File: src/rtl/tlbf_pkg.sv
package tlbf_pkg;
  localparam int RES_W = 3;
  localparam int EXC_W = 5;

  localparam logic [RES_W-1:0] RES_HIT      = 3'd0;
  localparam logic [RES_W-1:0] RES_ADDR_ERR = 3'd1;
  localparam logic [RES_W-1:0] RES_MISS     = 3'd2;
  localparam logic [RES_W-1:0] RES_INVALID  = 3'd3;
  localparam logic [RES_W-1:0] RES_DIRTY    = 3'd4;

  localparam logic [EXC_W-1:0] EXC_MOD  = 5'd1;
  localparam logic [EXC_W-1:0] EXC_TLBL = 5'd2;
  localparam logic [EXC_W-1:0] EXC_TLBS = 5'd3;
  localparam logic [EXC_W-1:0] EXC_ADEL = 5'd4;
  localparam logic [EXC_W-1:0] EXC_ADES = 5'd5;

  typedef struct packed {
    logic             raise;
    logic [EXC_W-1:0] code;
    logic             refill;
  } fault_cause_t;
endpackage

File: src/rtl/tlbf_cause_decode.sv
module tlbf_cause_decode
  import tlbf_pkg::*;
(
  input  logic [RES_W-1:0] result,
  input  logic             is_store,
  output fault_cause_t     cause
);
  logic is_addr_err, is_miss, is_invalid, is_dirty, is_hit;

  always_comb begin
    is_hit      = (result == RES_HIT);
    is_miss     = (result == RES_MISS);
    is_invalid  = (result == RES_INVALID);
    is_dirty    = (result == RES_DIRTY);
    is_addr_err = !(is_hit || is_miss || is_invalid || is_dirty);
  end

  always_comb begin
    cause.raise  = !is_hit;
    cause.refill = is_miss;
    if (is_dirty)
      cause.code = EXC_MOD;
    else if (is_miss || is_invalid)
      cause.code = is_store ? EXC_TLBS : EXC_TLBL;
    else if (is_addr_err)
      cause.code = is_store ? EXC_ADES : EXC_ADEL;
    else
      cause.code = '0;
  end
endmodule

File: src/rtl/tlbf_reg_merge.sv
module tlbf_reg_merge #(
  parameter int VA_W     = 32,
  parameter int ASID_W   = 8,
  parameter int PAGE_LSB = 13,
  parameter int CTX_LSB  = 4
) (
  input  logic [VA_W-1:0] vaddr,
  input  logic [VA_W-1:0] ctx_old,
  input  logic [VA_W-1:0] ehi_old,
  output logic [VA_W-1:0] ctx_new,
  output logic [VA_W-1:0] ehi_new
);
  localparam int VPN_W  = VA_W - PAGE_LSB;
  localparam int CTX_HI = CTX_LSB + VPN_W - 1;

  function automatic logic [VA_W-1:0] pack_context(input logic [VA_W-1:0] old_v,
                                                   input logic [VA_W-1:0] va);
    logic [VA_W-1:0] r;
    r = old_v;
    r[CTX_HI:0] = '0;
    r[CTX_HI:CTX_LSB] = va[VA_W-1:PAGE_LSB];
    return r;
  endfunction

  function automatic logic [VA_W-1:0] pack_entryhi(input logic [VA_W-1:0] old_v,
                                                   input logic [VA_W-1:0] va);
    logic [VA_W-1:0] r;
    r = va;
    r[PAGE_LSB-1:0] = '0;
    r[ASID_W-1:0] = old_v[ASID_W-1:0];
    return r;
  endfunction

  always_comb begin
    ctx_new = pack_context(ctx_old, vaddr);
    ehi_new = pack_entryhi(ehi_old, vaddr);
  end
endmodule

File: src/rtl/tlb_fault_capture.sv
module tlb_fault_capture
  import tlbf_pkg::*;
#(
  parameter int VA_W     = 32,
  parameter int ASID_W   = 8,
  parameter int PAGE_LSB = 13,
  parameter int CTX_LSB  = 4
) (
  input  logic             clk,
  input  logic             rst_n,
  input  logic             flt_strobe,
  input  logic [RES_W-1:0] flt_result,
  input  logic [VA_W-1:0]  flt_vaddr,
  input  logic             flt_store,
  input  logic [VA_W-1:0]  ctx_cur,
  input  logic [VA_W-1:0]  ehi_cur,
  output logic             exc_valid,
  output logic [EXC_W-1:0] exc_code,
  output logic             exc_refill,
  output logic [VA_W-1:0]  badvaddr_q,
  output logic [VA_W-1:0]  context_q,
  output logic [VA_W-1:0]  entryhi_q
);
  fault_cause_t    cause;
  logic [VA_W-1:0] ctx_next, ehi_next;
  logic            fault_take;

  tlbf_cause_decode u_dec (
    .result   (flt_result),
    .is_store (flt_store),
    .cause    (cause)
  );

  tlbf_reg_merge #(
    .VA_W(VA_W), .ASID_W(ASID_W), .PAGE_LSB(PAGE_LSB), .CTX_LSB(CTX_LSB)
  ) u_merge (
    .vaddr   (flt_vaddr),
    .ctx_old (ctx_cur),
    .ehi_old (ehi_cur),
    .ctx_new (ctx_next),
    .ehi_new (ehi_next)
  );

  assign fault_take = flt_strobe && cause.raise;

  always_ff @(posedge clk or negedge rst_n) begin
    if (!rst_n) begin
      exc_valid  <= 1'b0;
      exc_code   <= '0;
      exc_refill <= 1'b0;
      badvaddr_q <= '0;
      context_q  <= '0;
      entryhi_q  <= '0;
    end else begin
      exc_valid <= fault_take;
      if (fault_take) begin
        exc_code   <= cause.code;
        exc_refill <= cause.refill;
        badvaddr_q <= flt_vaddr;
        context_q  <= ctx_next;
        entryhi_q  <= ehi_next;
      end
    end
  end
endmodule

File: config.mk
export PLATFORM = sky130hd
export DESIGN_NAME = tlb_fault_capture
export DESIGN_NICKNAME = d
export VERILOG_FILES = /design/src/rtl/tlbf_pkg.sv /design/src/rtl/tlbf_cause_decode.sv /design/src/rtl/tlbf_reg_merge.sv /design/src/rtl/tlb_fault_capture.sv
export SDC_FILE = /design/constraint.sdc
export NUM_CORES = 1
export LEC_CHECK = 0
export ABC_AREA = 1
export BUFFER_PORTS_ARGS = -buffer_cell sky130_fd_sc_hd__buf_2
export CELL_PAD_IN_SITES_DETAIL_PLACEMENT = 0
export CELL_PAD_IN_SITES_GLOBAL_PLACEMENT = 1
export CORE_UTILIZATION = 26
export DETAILED_ROUTE_END_ITERATION = 10
export MAX_ROUTING_LAYER = met4
export PLACE_DENSITY = 0.79
export SYNTH_ARGS = -nofsm -noshare
export SYNTH_HDL_FRONTEND = slang
export SYNTH_SLANG_ARGS = --single-unit
File: constraint.sdc
create_clock -name clk -period 0.8 [get_ports clk]
set_input_delay 0.08 -clock clk [delete_from_list [all_inputs] [get_ports clk]]
set_output_delay 0.08 -clock clk [all_outputs]
set_load 0.01 [all_outputs]
# After elaboration in Yosys (flattened, before gate mapping)
# Cells that the tools add are included.
# W data, S select, Z words.
# word_totals
reg_bits	94
output_inout_bits	103
# op_classes
n_eq_ne	3
mux	5
n_reduce_logical	7
# op_table
operator	count
$mux W5	3
$eq A3 B2 Y1 const B	2
$logic_or A1 B1 Y1	4
$eq A3 B3 Y1 const B	1
$logic_not A3 Y1	1
$mux W1	2
$logic_and A1 B1 Y1	1
$logic_not A1 Y1	1

# Longest topological paths before layout
# depth
ltp_word	7
mapped_depth	6

# By module
# From an unflattened synthesis, not the netlist that was laid out.
# hier_totals
hier_cells	526
hier_area_um2	4584.4
# modules_own_cells
module	instances	cells_each	area_each_um2
tlb_fault_capture	1	444	4017.6
tlbf_reg_merge	1	65	484.2
tlbf_cause_decode	1	17	82.6

# Least setup slack after synthesis
# No wires, ideal clock.
# synth_timing
kind	input -> register
from	input port flt_result[0]
to	register context_q[27]
setup_time_ns	0.117
t_arrival_ns	0.641
path_slack_ns	0.042
stages	6
path_cell_list	nor2_4 -> nand2_4 -> buf_6 -> buf_6 -> nand3_1 -> nand2_1
# synth_between
elab_chain_len	3
# synth_rtl
element	line	text
start, declared	tlb_fault_capture.sv:12	input logic [RES_W-1:0] flt_result,
$logic_not A3 Y1	tlbf_cause_decode.sv:11	is_hit = (result == RES_HIT);
$logic_not A1 Y1	tlbf_cause_decode.sv:19	cause.raise = !is_hit;
$logic_and A1 B1 Y1	tlb_fault_capture.sv:44	assign fault_take = flt_strobe && cause.raise;
end signal, assigned	tlb_fault_capture.sv:60	context_q <= ctx_next;
end, declared	tlb_fault_capture.sv:21	output logic [VA_W-1:0] context_q,
# Every way passes these cells.
# A chain may end at the register's enable or synchronous reset.

==> flow_metrics.tcl <==
set metrics [dict create \
    cts_tree "built" \
    clockBufferDepth 2 \
    drive_gt1_frac 0.4337 \
    grt_pass1_vias 2039 \
    stdcell_area_mm2 0.003737 \
    synth_simple_gate_area_frac 0.2721 \
    cts.sinks 54 \
    area_growth_pct 46.71 \
    nets 547 \
    drt-pass1-iter-count 4 \
    drt_wl_total_mm 6.597 \
    chipWidth_um 101.0 \
    antenna_found_initial 0 \
    crit_family "flip-flops" \
    finClkSkew_ns 0 \
    setup_viol 94 \
    synth_compound_area_frac 0.003929 \
    overflow 0 \
    slowest_stage "dfrtp_2" \
    tns_ns -11.85 \
    post_drt_wl_per_cell_um 11.49 \
    insertion_delay_ns 0.30 \
    die_h_um 101.0 \
    maxCapViolCount 0 \
    worst-path-max-fanout 4 \
    cpPeakStageDelay_ns 0.46 \
    cp_data_required_time_ns 0.72 \
    htreeDepth 2 \
    grt_pass1_wl_mm 9.749 \
    floorplan.initialDensity 0.2718 \
    arrival_ns 0.89 \
    post_synth_num_cell_types 17 \
    period_minus_slack_ns 0.9706 \
    hold_viol 0 \
    io_pins 206 \
    synthesis.area_mm2 0.002547 \
    rsz0062_at_grt "true" \
    synth_fa_ha_area_frac 0 \
    dp_cells 523 \
    layout_common_cells "buf_2, nand2_1, dfrtp_1" \
    status "finished, violations left" \
    fin_util 0.3988 \
    die_area_mm2 0.01020 \
    clk_root_buffer_cell "clkbuf_8" \
    crit_chain "buf_6" \
    synth_top_family_by_area "simple AND/OR/NAND/NOR gates" \
    power_density_mw_per_mm2 1840 \
    synth_seq_cells 54 \
    muxShareOfSynthArea 0 \
    crit_type "reg -> out" \
    synth_area_per_cell_um2 8.845 \
    placed_area_mm2 0.003192 \
    setup_ws_ns -0.1706 \
    synth-xor-area-share 0 \
    yosysWarningCount 0 \
    drt_iter0_drc 56 \
    clk_pin_slew_ns 0.10 \
    via_per_inst 4.047 \
    slew_viol_final 0 \
    drc 0 \
    gr-usage-all-layers 0.1283 \
    numCtsBuffers 5 \
    hold_class "in -> reg" \
    min_period_over_period 1.213 \
    multi_input_area_um2 744.5 \
    synth_cells 288 \
    gp_congestion 0.7328 \
    setup.worst_path.start_class "register" \
    final_cells 574 \
    ir_drop_mv 0.7496 \
    rows 35 \
    seqCellArea_mm2 0.001353 \
    cp_num_buf_inv 1 \
    numPortBuffers 147 \
    post-dp-hpwl_mm 4.499 \
    grt_max_degree 33 \
    layout_commonest_cell "buf_2" \
    n_fill_cell 981 \
    antenna_left 0 \
    hold-worst-slack_ns 0.009706 \
    fmax_mhz 1030 \
    ys_seq_area_frac 0.5305 \
    vias 2323 \
    p_leak_nw 2.164 \
    crit_path_end_kind "primary output" \
    violations "setup timing" \
    core-area_mm2 0.009371 \
    antenna_cells 0 \
]
## cells in the mapped netlist
cell      count  area, um2
dfrtp_1      54       1351
buf_2         4      20.02
conb_1        1      3.750
buf_1         1      3.750
inv_1         5      18.77
nand3b_1      1      7.510
nor2_4        1      11.26
o21ai_0       1      5.000
buf_6         2      22.52
nand2_4       2      22.52
buf_4        55      412.9
clkbuf_1      3      11.26
nor3_1        1      5.000
nor2_1        2      7.510
nand3_1      49      245.2
a21oi_1       1      5.000
nand2_1     105      394.1
## registers in the layout, indices dropped and copies added (netlist names)
signal and count:
exc_code 3, entryhi_q 8, exc_refill 1, badvaddr_q 31, context_q 10, exc_valid 1
## final timing paths
kind	to	start	depth (start not counted)	slack, ns
worst max-delay path	context_q[14]	badvaddr_q[23]$_DFFE_PN0P_	1	-0.17
worst min-delay path	badvaddr_q[6]$_DFFE_PN0P_	flt_vaddr[6]	3	0.01
worst max register to register	context_q[27]$_DFFE_PN0P_	context_q[27]$_DFFE_PN0P_	4	-0.04
worst min register to register	context_q[29]$_DFFE_PN0P_	context_q[29]$_DFFE_PN0P_	2	0.47
max in group asynchronous	badvaddr_q[23]$_DFFE_PN0P_	rst_n	3	0.21
min in group asynchronous	context_q[26]$_DFFE_PN0P_	rst_n	3	0.28
## area by class of cell
type / count / area share
Sequential cell: 54 / 0.3619
Clock inverter: 1 / 0.008035
Inverter: 5 / 0.005022
Multi-Input combinational cell: 174 / 0.1992
Tap cell: 129 / 0.04319
Timing Repair Buffer: 204 / 0.3622
Clock buffer: 7 / 0.02042
## where the power goes
group | switching, mW | leakage [nW] | internal (mW)
Combinational | 0.913 | 1.45 | 0.929
Sequential | 0.204 | 0.659 | 3.02
Clock | 0.873 | 0.0524 | 0.939
## routing by layer
metal / share of wire / wire (um) / track usage
met5: 0 / 0 / -
met3: 0.065 / 426 / 0.02843
met1: 0.44 / 2914 / 0.1492
met4: 0.0099 / 65 / 0.03010
met2: 0.48 / 3190 / 0.2250
## cells by family (layout without fill, tap and decap cells)
logic type / count (synthesis) / count (layout)
DFF: 54 / 54
AOI/OAI and AO/OA: 2 / 2
buffers and inverters: 70 / 217
and+or+nand+nor: 161 / 161
other: 1 / 11
## stage by stage
stage          worst slack [ns]  power [mW]
2_1_floorplan           0.04201       4.279
3_3_place_gp            -0.1045       4.789
3_5_place_dp            -0.1213       4.816
4_1_cts                 -0.1791       6.838
5_1_grt                 -0.2195       7.346
6_report                -0.1706       6.878
## what timing repair did
item                                    4_1_cts  5_1_grt
buffers inserted                             10       12
hold buffers                                 16        5
hold endpoints to repair                     69        5
cloned                                        0        0
endpoints found under the setup margin       92       93
resized for setup                             5        7
(Power assumes the default switching activity.)
